**config.mk**
```make
export PLATFORM = sky130hd
export DESIGN_NAME = frame_ser
export DESIGN_NICKNAME = d
export VERILOG_FILES = /design/src/rtl/frame_pkg.sv /design/src/rtl/trig_fifo.sv /design/src/rtl/slot_mux.sv /design/src/rtl/frame_engine.sv /design/src/rtl/frame_ser.sv
export SDC_FILE = /design/constraint.sdc
export NUM_CORES = 1
export LEC_CHECK = 0
export BUFFER_PORTS_ARGS = -buffer_cell sky130_fd_sc_hd__buf_2
export CORE_ASPECT_RATIO = 0.75
export CORE_UTILIZATION = 59
export DETAILED_ROUTE_END_ITERATION = 10
export PLACE_DENSITY_LB_ADDON = 0.1
export SLEW_MARGIN = 5
export SYNTH_ARGS = -nofsm -noshare
export SYNTH_HDL_FRONTEND = slang
export SYNTH_SLANG_ARGS = --single-unit
```
**constraint.sdc**
```tcl
create_clock -name clk -period 2.7 [get_ports clk]
set_input_delay 0.27 -clock clk [delete_from_list [all_inputs] [get_ports clk]]
set_output_delay 0.27 -clock clk [all_outputs]
set_load 0.03 [all_outputs]
```
**src/rtl/frame_pkg.sv**
```systemverilog
package frame_pkg;
   localparam int PADDR_W = 8;

   typedef struct packed {
      logic               err;
      logic [PADDR_W-1:0] paddr;
   } trig_info_t;

   localparam int INFO_W = $bits(trig_info_t);
endpackage

```
**src/rtl/trig_fifo.sv**
```systemverilog
module trig_fifo #(
   parameter int DEPTH = 4,
   parameter int W     = 9
) (
   input  logic         clk,
   input  logic         rst,
   input  logic         push_i,
   input  logic [W-1:0] din_i,
   input  logic         pop_i,
   output logic [W-1:0] dout_o,
   output logic         empty_o,
   output logic         ovf_o
);
   localparam int PW = (DEPTH > 1) ? $clog2(DEPTH) : 1;
   localparam int CW = $clog2(DEPTH + 1);

   logic [W-1:0]  store [DEPTH];
   logic [PW-1:0] rd_ptr, wr_ptr;
   logic [CW-1:0] cnt;
   logic          full, accept;

   assign full    = (cnt == CW'(DEPTH));
   assign empty_o = (cnt == '0);
   assign accept  = push_i && (!full || pop_i);
   assign dout_o  = store[rd_ptr];

   function automatic logic [PW-1:0] wrap_inc(input logic [PW-1:0] p);
      return (p == PW'(DEPTH - 1)) ? '0 : p + PW'(1);
   endfunction

   for (genvar i = 0; i < DEPTH; i++) begin : g_entry
      always_ff @(posedge clk) begin
         if (accept && (wr_ptr == PW'(i)))
            store[i] <= din_i;
      end
   end

   always_ff @(posedge clk) begin
      if (rst) begin
         rd_ptr <= '0;
         wr_ptr <= '0;
         cnt    <= '0;
         ovf_o  <= 1'b0;
      end else begin
         if (accept) wr_ptr <= wrap_inc(wr_ptr);
         if (pop_i)  rd_ptr <= wrap_inc(rd_ptr);
         case ({accept, pop_i})
            2'b10:   cnt <= cnt + CW'(1);
            2'b01:   cnt <= cnt - CW'(1);
            default: cnt <= cnt;
         endcase
         if (push_i && full && !pop_i)
            ovf_o <= 1'b1;
      end
   end
endmodule

```
**src/rtl/slot_mux.sv**
```systemverilog
module slot_mux
   import frame_pkg::*;
#(
   parameter int          SLOT_W     = 8,
   parameter int          SYNC_SLOTS = 3,
   parameter int          HDR_SLOTS  = 12,
   parameter int          SC_W       = 8,
   parameter int          CH_W       = 7,
   parameter logic [SYNC_SLOTS*SLOT_W-1:0] SYNC_WORD = 24'hF628A7
) (
   input  logic [SC_W-1:0]   slot_i,
   input  trig_info_t        info_i,
   input  logic [SLOT_W-1:0] mem_rdata_i,
   output logic [CH_W-1:0]   mem_raddr_o,
   output logic [SLOT_W-1:0] byte_o
);
   assign mem_raddr_o = CH_W'(slot_i - SC_W'(HDR_SLOTS));

   always_comb begin
      byte_o = '0;
      if (slot_i < SC_W'(SYNC_SLOTS))
         byte_o = SYNC_WORD[(SYNC_SLOTS - 1 - int'(slot_i)) * SLOT_W +: SLOT_W];
      else if (slot_i == SC_W'(SYNC_SLOTS))
         byte_o = SLOT_W'(info_i.paddr);
      else if (slot_i == SC_W'(SYNC_SLOTS + 1))
         byte_o = {info_i.err, {(SLOT_W-1){1'b0}}};
      else if (slot_i >= SC_W'(HDR_SLOTS))
         byte_o = mem_rdata_i;
   end
endmodule

```
**src/rtl/frame_engine.sv**
```systemverilog
module frame_engine
   import frame_pkg::*;
#(
   parameter int SLOT_W    = 8,
   parameter int FR_SLOTS  = 140,
   parameter int SC_W      = 8,
   parameter bit MSB_FIRST = 1'b1
) (
   input  logic              clk,
   input  logic              rst,
   input  logic              q_empty_i,
   input  trig_info_t        q_head_i,
   input  logic [SLOT_W-1:0] slot_byte_i,
   output logic              pop_o,
   output logic [SC_W-1:0]   nxt_slot_o,
   output trig_info_t        info_o,
   output logic              ser_o,
   output logic              vld_o
);
   localparam int BC_W = $clog2(SLOT_W);

   logic              active;
   logic [SC_W-1:0]   slot;
   logic [BC_W-1:0]   bitc;
   logic [SLOT_W-1:0] sh, sh_nx;
   logic              out_bit, last_bit, last_slot;

   if (MSB_FIRST) begin : g_msb
      assign out_bit = sh[SLOT_W-1];
      assign sh_nx   = {sh[SLOT_W-2:0], 1'b0};
   end else begin : g_lsb
      assign out_bit = sh[0];
      assign sh_nx   = {1'b0, sh[SLOT_W-1:1]};
   end

   assign pop_o      = !active && !q_empty_i;
   assign last_bit   = (bitc == BC_W'(SLOT_W - 1));
   assign last_slot  = (slot == SC_W'(FR_SLOTS - 1));
   assign nxt_slot_o = active ? slot + SC_W'(1) : '0;
   assign ser_o      = active & out_bit;
   assign vld_o      = active;

   always_ff @(posedge clk) begin
      if (rst) begin
         active <= 1'b0;
         slot   <= '0;
         bitc   <= '0;
         sh     <= '0;
         info_o <= '0;
      end else if (pop_o) begin
         active <= 1'b1;
         slot   <= '0;
         bitc   <= '0;
         sh     <= slot_byte_i;
         info_o <= q_head_i;
      end else if (active) begin
         if (last_bit) begin
            bitc <= '0;
            if (last_slot) begin
               active <= 1'b0;
               sh     <= '0;
            end else begin
               slot <= nxt_slot_o;
               sh   <= slot_byte_i;
            end
         end else begin
            bitc <= bitc + BC_W'(1);
            sh   <= sh_nx;
         end
      end
   end
endmodule

```
**src/rtl/frame_ser.sv**
```systemverilog
module frame_ser
   import frame_pkg::*;
#(
   parameter int N_CH       = 128,
   parameter int HDR_SLOTS  = 12,
   parameter int SLOT_W     = 8,
   parameter int SYNC_SLOTS = 3,
   parameter int QDEPTH     = 4,
   parameter bit MSB_FIRST  = 1'b1,
   parameter logic [SYNC_SLOTS*SLOT_W-1:0] SYNC_WORD = 24'hF628A7
) (
   input  logic                    clk,
   input  logic                    rst,
   input  logic                    trig_i,
   input  logic [PADDR_W-1:0]      trig_paddr_i,
   input  logic                    trig_err_i,
   output logic [$clog2(N_CH)-1:0] mem_raddr_o,
   input  logic [SLOT_W-1:0]       mem_rdata_i,
   output logic                    ser_o,
   output logic                    frame_vld_o,
   output logic                    ovf_o
);
   localparam int FR_SLOTS   = HDR_SLOTS + N_CH;
   localparam int FRAME_BITS = FR_SLOTS * SLOT_W;
   localparam int SC_W       = $clog2(FR_SLOTS + 1);
   localparam int CH_W       = $clog2(N_CH);

   if (SLOT_W != PADDR_W) begin : g_chk_w
      $error("frame_ser: slot width must equal pipeline address width");
   end
   if (SYNC_SLOTS < 1 || HDR_SLOTS < SYNC_SLOTS + 2) begin : g_chk_hdr
      $error("frame_ser: header too short for sync, address and error slots");
   end
   if (N_CH < 2 || QDEPTH < 1) begin : g_chk_sz
      $error("frame_ser: channel count or queue depth out of range");
   end

   trig_info_t        push_info, head_info, cur_info;
   logic              q_empty, pop;
   logic [SC_W-1:0]   nxt_slot;
   logic [SLOT_W-1:0] slot_byte;

   assign push_info = '{err: trig_err_i, paddr: trig_paddr_i};

   trig_fifo #(.DEPTH(QDEPTH), .W(INFO_W)) u_queue (
      .clk(clk), .rst(rst),
      .push_i(trig_i), .din_i(push_info),
      .pop_i(pop), .dout_o(head_info),
      .empty_o(q_empty), .ovf_o(ovf_o)
   );

   slot_mux #(
      .SLOT_W(SLOT_W), .SYNC_SLOTS(SYNC_SLOTS), .HDR_SLOTS(HDR_SLOTS),
      .SC_W(SC_W), .CH_W(CH_W), .SYNC_WORD(SYNC_WORD)
   ) u_mux (
      .slot_i(nxt_slot), .info_i(cur_info), .mem_rdata_i(mem_rdata_i),
      .mem_raddr_o(mem_raddr_o), .byte_o(slot_byte)
   );

   frame_engine #(
      .SLOT_W(SLOT_W), .FR_SLOTS(FR_SLOTS), .SC_W(SC_W), .MSB_FIRST(MSB_FIRST)
   ) u_eng (
      .clk(clk), .rst(rst),
      .q_empty_i(q_empty), .q_head_i(head_info), .slot_byte_i(slot_byte),
      .pop_o(pop), .nxt_slot_o(nxt_slot), .info_o(cur_info),
      .ser_o(ser_o), .vld_o(frame_vld_o)
   );
endmodule

```
==> flow_summary.ini <==
[final_layout]
fill_cells = 463
nets = 406
stdcell_area_um2 = 4080
antenna_cells = 0
drive_gt1_share_pct = 19.1
area_growth_pct = 12.1

[synth]
avgSynthCellArea_um2 = 10.7
yosys_most_used_dff = dfxtp_1
synth_simple_gate_area_share_pct = 14.9
synth_seq_area_share_pct = 50.0
synth_cells = 339
synth_top_cell_by_area = edfxtp_1
synth-async-reset-ratio_pct = 0
ys_warn_count = 0
synth-seq-cells = 73
synthAdderAreaFrac_pct = 5.36
synth.distinct_cells = 58
synth_top_family_by_area = simple AND/OR/NAND/NOR gates
synth_top_cell_area_share_pct = 29.7
synth_edf_count = 36
syn_area_um2 = 3640
synth_compound_area_share_pct = 14.7
synthXorXnorAreaFrac_pct = 3.33
synth_mux_area_share_pct = 8.14
synth_nets = 374
synth.area.top_cells = edfxtp_1 (30%), dfxtp_1 (20%), mux4_2 (5.6%), ha_1 (4.8%), nand2_1 (3.9%)

[clock_tree]
insertion_delay_ns = 0.34
cts_tree = yes
clk_pin_slew_worst_paths_ns = 0.07
cts-root-buf = clkbuf_8
ctsHoldBuffers = 0
htree_levels = 3
clkSinkCount = 73
numCtsBuffers = 9
clock_path_buffers = 2

[drt]
wirelength_um = 7490
wire_per_inst_um = 16.5
drt-pass1-iter-count = 5
drt-initial-drc-count = 195
antenna_left = 0
vias_per_cell = 5.98
drc = 0
num_vias = 2714

[sta]
fin_crit_ns = 2.51
finClkSkew_ns = 0.0133
tightest_slew_ns = 0.693
relSlewSlack_pct = 53.8
clock.fmax_mhz = 398
setup-tns-final_ns = 0
hold_viol = 0
setup_viol = 0
rsz0062_at_grt = no
period_share_pct = 93.0
drv_slew = 0
whs_ns = 0.150

[hold_path]
hp-class = input pin to flip-flop

[die]
design.core.area_um2 = 5890
dieWidth_um = 92.7
dieHeight_um = 70.0
design.die.area_um2 = 6490
row_count = 24
start_util_pct = 61.9
pin_count = 30

[global_route]
groute.usage.overall_pct = 25.2
grt_pass1_wl_um = 12400
grt_overflow = 0
grt_max_degree = 31
antenna_found_initial = 0
grt_pass1_vias = 2498

[setup_path]
r2r_slack_ns = 0.24
crit_required_ns = 2.43
crit_type = flip-flop to primary output
worst_setup_path_end_kind = primary output
worstPathMaxFanout = 5
start_kind = flip-flop
critPathArrivalTime_ns = 2.24

[pwr]
power.total_mw = 3.72
powerDensity_nw_per_um2 = 912
p_leak_nw = 1.51
irDropWorstVdd_mv = 0.427

[run]
cap_violations = 0

[placed_design]
dpl_cell_area_um2 = 3870
dpl.hpwl_um = 5540
io_buffers = 29
routabilityCongestion = 0.861

[run_status]
outcome = finished clean
[cells in the mapped netlist (3+ instances only)]
cell type,number
a211oi_1,3
a21oi_1,25
a22oi_1,8
and2_1,6
buf_2,5
clkbuf_1,6
dfxtp_1,37
edfxtp_1,36
ha_1,14
inv_1,16
mux2i_1,8
mux4_2,9
nand2_1,38
nand2b_1,8
nand3_1,7
nor2_1,25
nor3_1,7
o21ai_0,10
o22ai_1,3
o31ai_1,3
or3_1,5
xnor2_1,6
xor2_1,6
[state kept, by name (all words and copies together), names as in the netlist]
register / count
u_queue.store: 36
u_queue.ovf_o: 1
u_eng.slot: 8
u_queue.cnt: 3
u_eng.sh: 8
u_eng.bitc: 3
u_queue.wr_ptr: 2
u_eng.vld_o: 1
u_queue.rd_ptr: 2
u_eng.info_o: 9
[area by class of cell]
cell class | instances | area, um^2 | share of cell area, %
Inverter | 16 | 60.1 | 1.47
Multi-Input combinational cell | 235 | 1700 | 41.5
Clock inverter | 6 | 82.6 | 2.02
Sequential cell | 73 | 1820 | 44.6
Tap cell | 78 | 97.6 | 2.39
Clock buffer | 10 | 128 | 3.13
Timing Repair Buffer | 36 | 198 | 4.84
[timing repair]
| item | 4_1_cts | 5_1_grt |
|---|---|---|
| resized for setup | 0 | 3 |
| buffers inserted | 0 | 0 |
| endpoints found under the setup margin | 0 | 3 |
[per-layer routing]
layer | part of all wire [%] | GRT usage (%) | wire length, um
met1 | 49 | 37.7 | 3650
met4 | 1.7 | 9.57 | 129
met3 | 7.5 | 6.21 | 561
met5 | 0 | 0 | 0
met2 | 42 | 35.4 | 3150
[power breakdown]
group | total [mW] | internal, mW | switching, mW
clock network | 0.896 | 0.515 | 0.381
logic | 1.32 | 0.525 | 0.795
registers | 1.51 | 1.34 | 0.162
[metrics by stage]
step                      cells  worst slack (ns)  util (%)
after floorplan             339             0.269         -
after global placement      438             0.347      65.7
after detailed placement    438             0.202      65.7
after CTS                   454             0.127      69.3
after global routing        454            0.0500      69.4
final                       454             0.189      69.4
[path summary, 6_finish.rpt]
check | startpoint | end | cells after the start
worst min register to register | u_eng.info_o[3] | u_eng.info_o[3] | 2
worst min-delay path | trig_paddr_i[0] | u_queue.store[0][0] | 1
worst max-delay path | u_eng.slot[1] | mem_raddr_o[6] | 6
worst max register to register | u_eng.slot[1] | u_eng.sh[5] | 8
[critical path, stage by stage, from the launching register on]
cell and delay, ns:
dfxtp_1 0.41, ha_2 0.27, nand3_1 0.20, or3_1 0.39
a21oi_1 0.28, xnor2_1 0.15, buf_2 0.21
[cell families (layout without fill, tap and decap cells)]
| kind of cell | after synthesis | in the layout |
|---|---|---|
| and+or+nand+nor | 111 | 111 |
| buffers and inverters | 31 | 68 |
| DFF | 73 | 73 |
| AOI/OAI and AO/OA | 78 | 78 |
| muxes | 18 | 18 |
| xor gates and xnor gates | 13 | 13 |
| adders and majority gates | 15 | 15 |
[layout by cell type, fill, tap and decap left out, types with 5 or more instances in the layout]
master    count
a21oi_1      25
a22oi_1       8
and2_1        6
buf_2        29
buf_4         7
clkbuf_8      9
dfxtp_1      37
edfxtp_1     36
ha_1         13
inv_1        16
mux2i_1       8
mux4_2        9
nand2_1      38
nand2b_1      8
nand3_1       7
nor2_1       24
nor3_1        7
o21ai_0      10
or3_1         5
xnor2_1       6
xor2_1        6
Power figures use the tool's default switching activity.
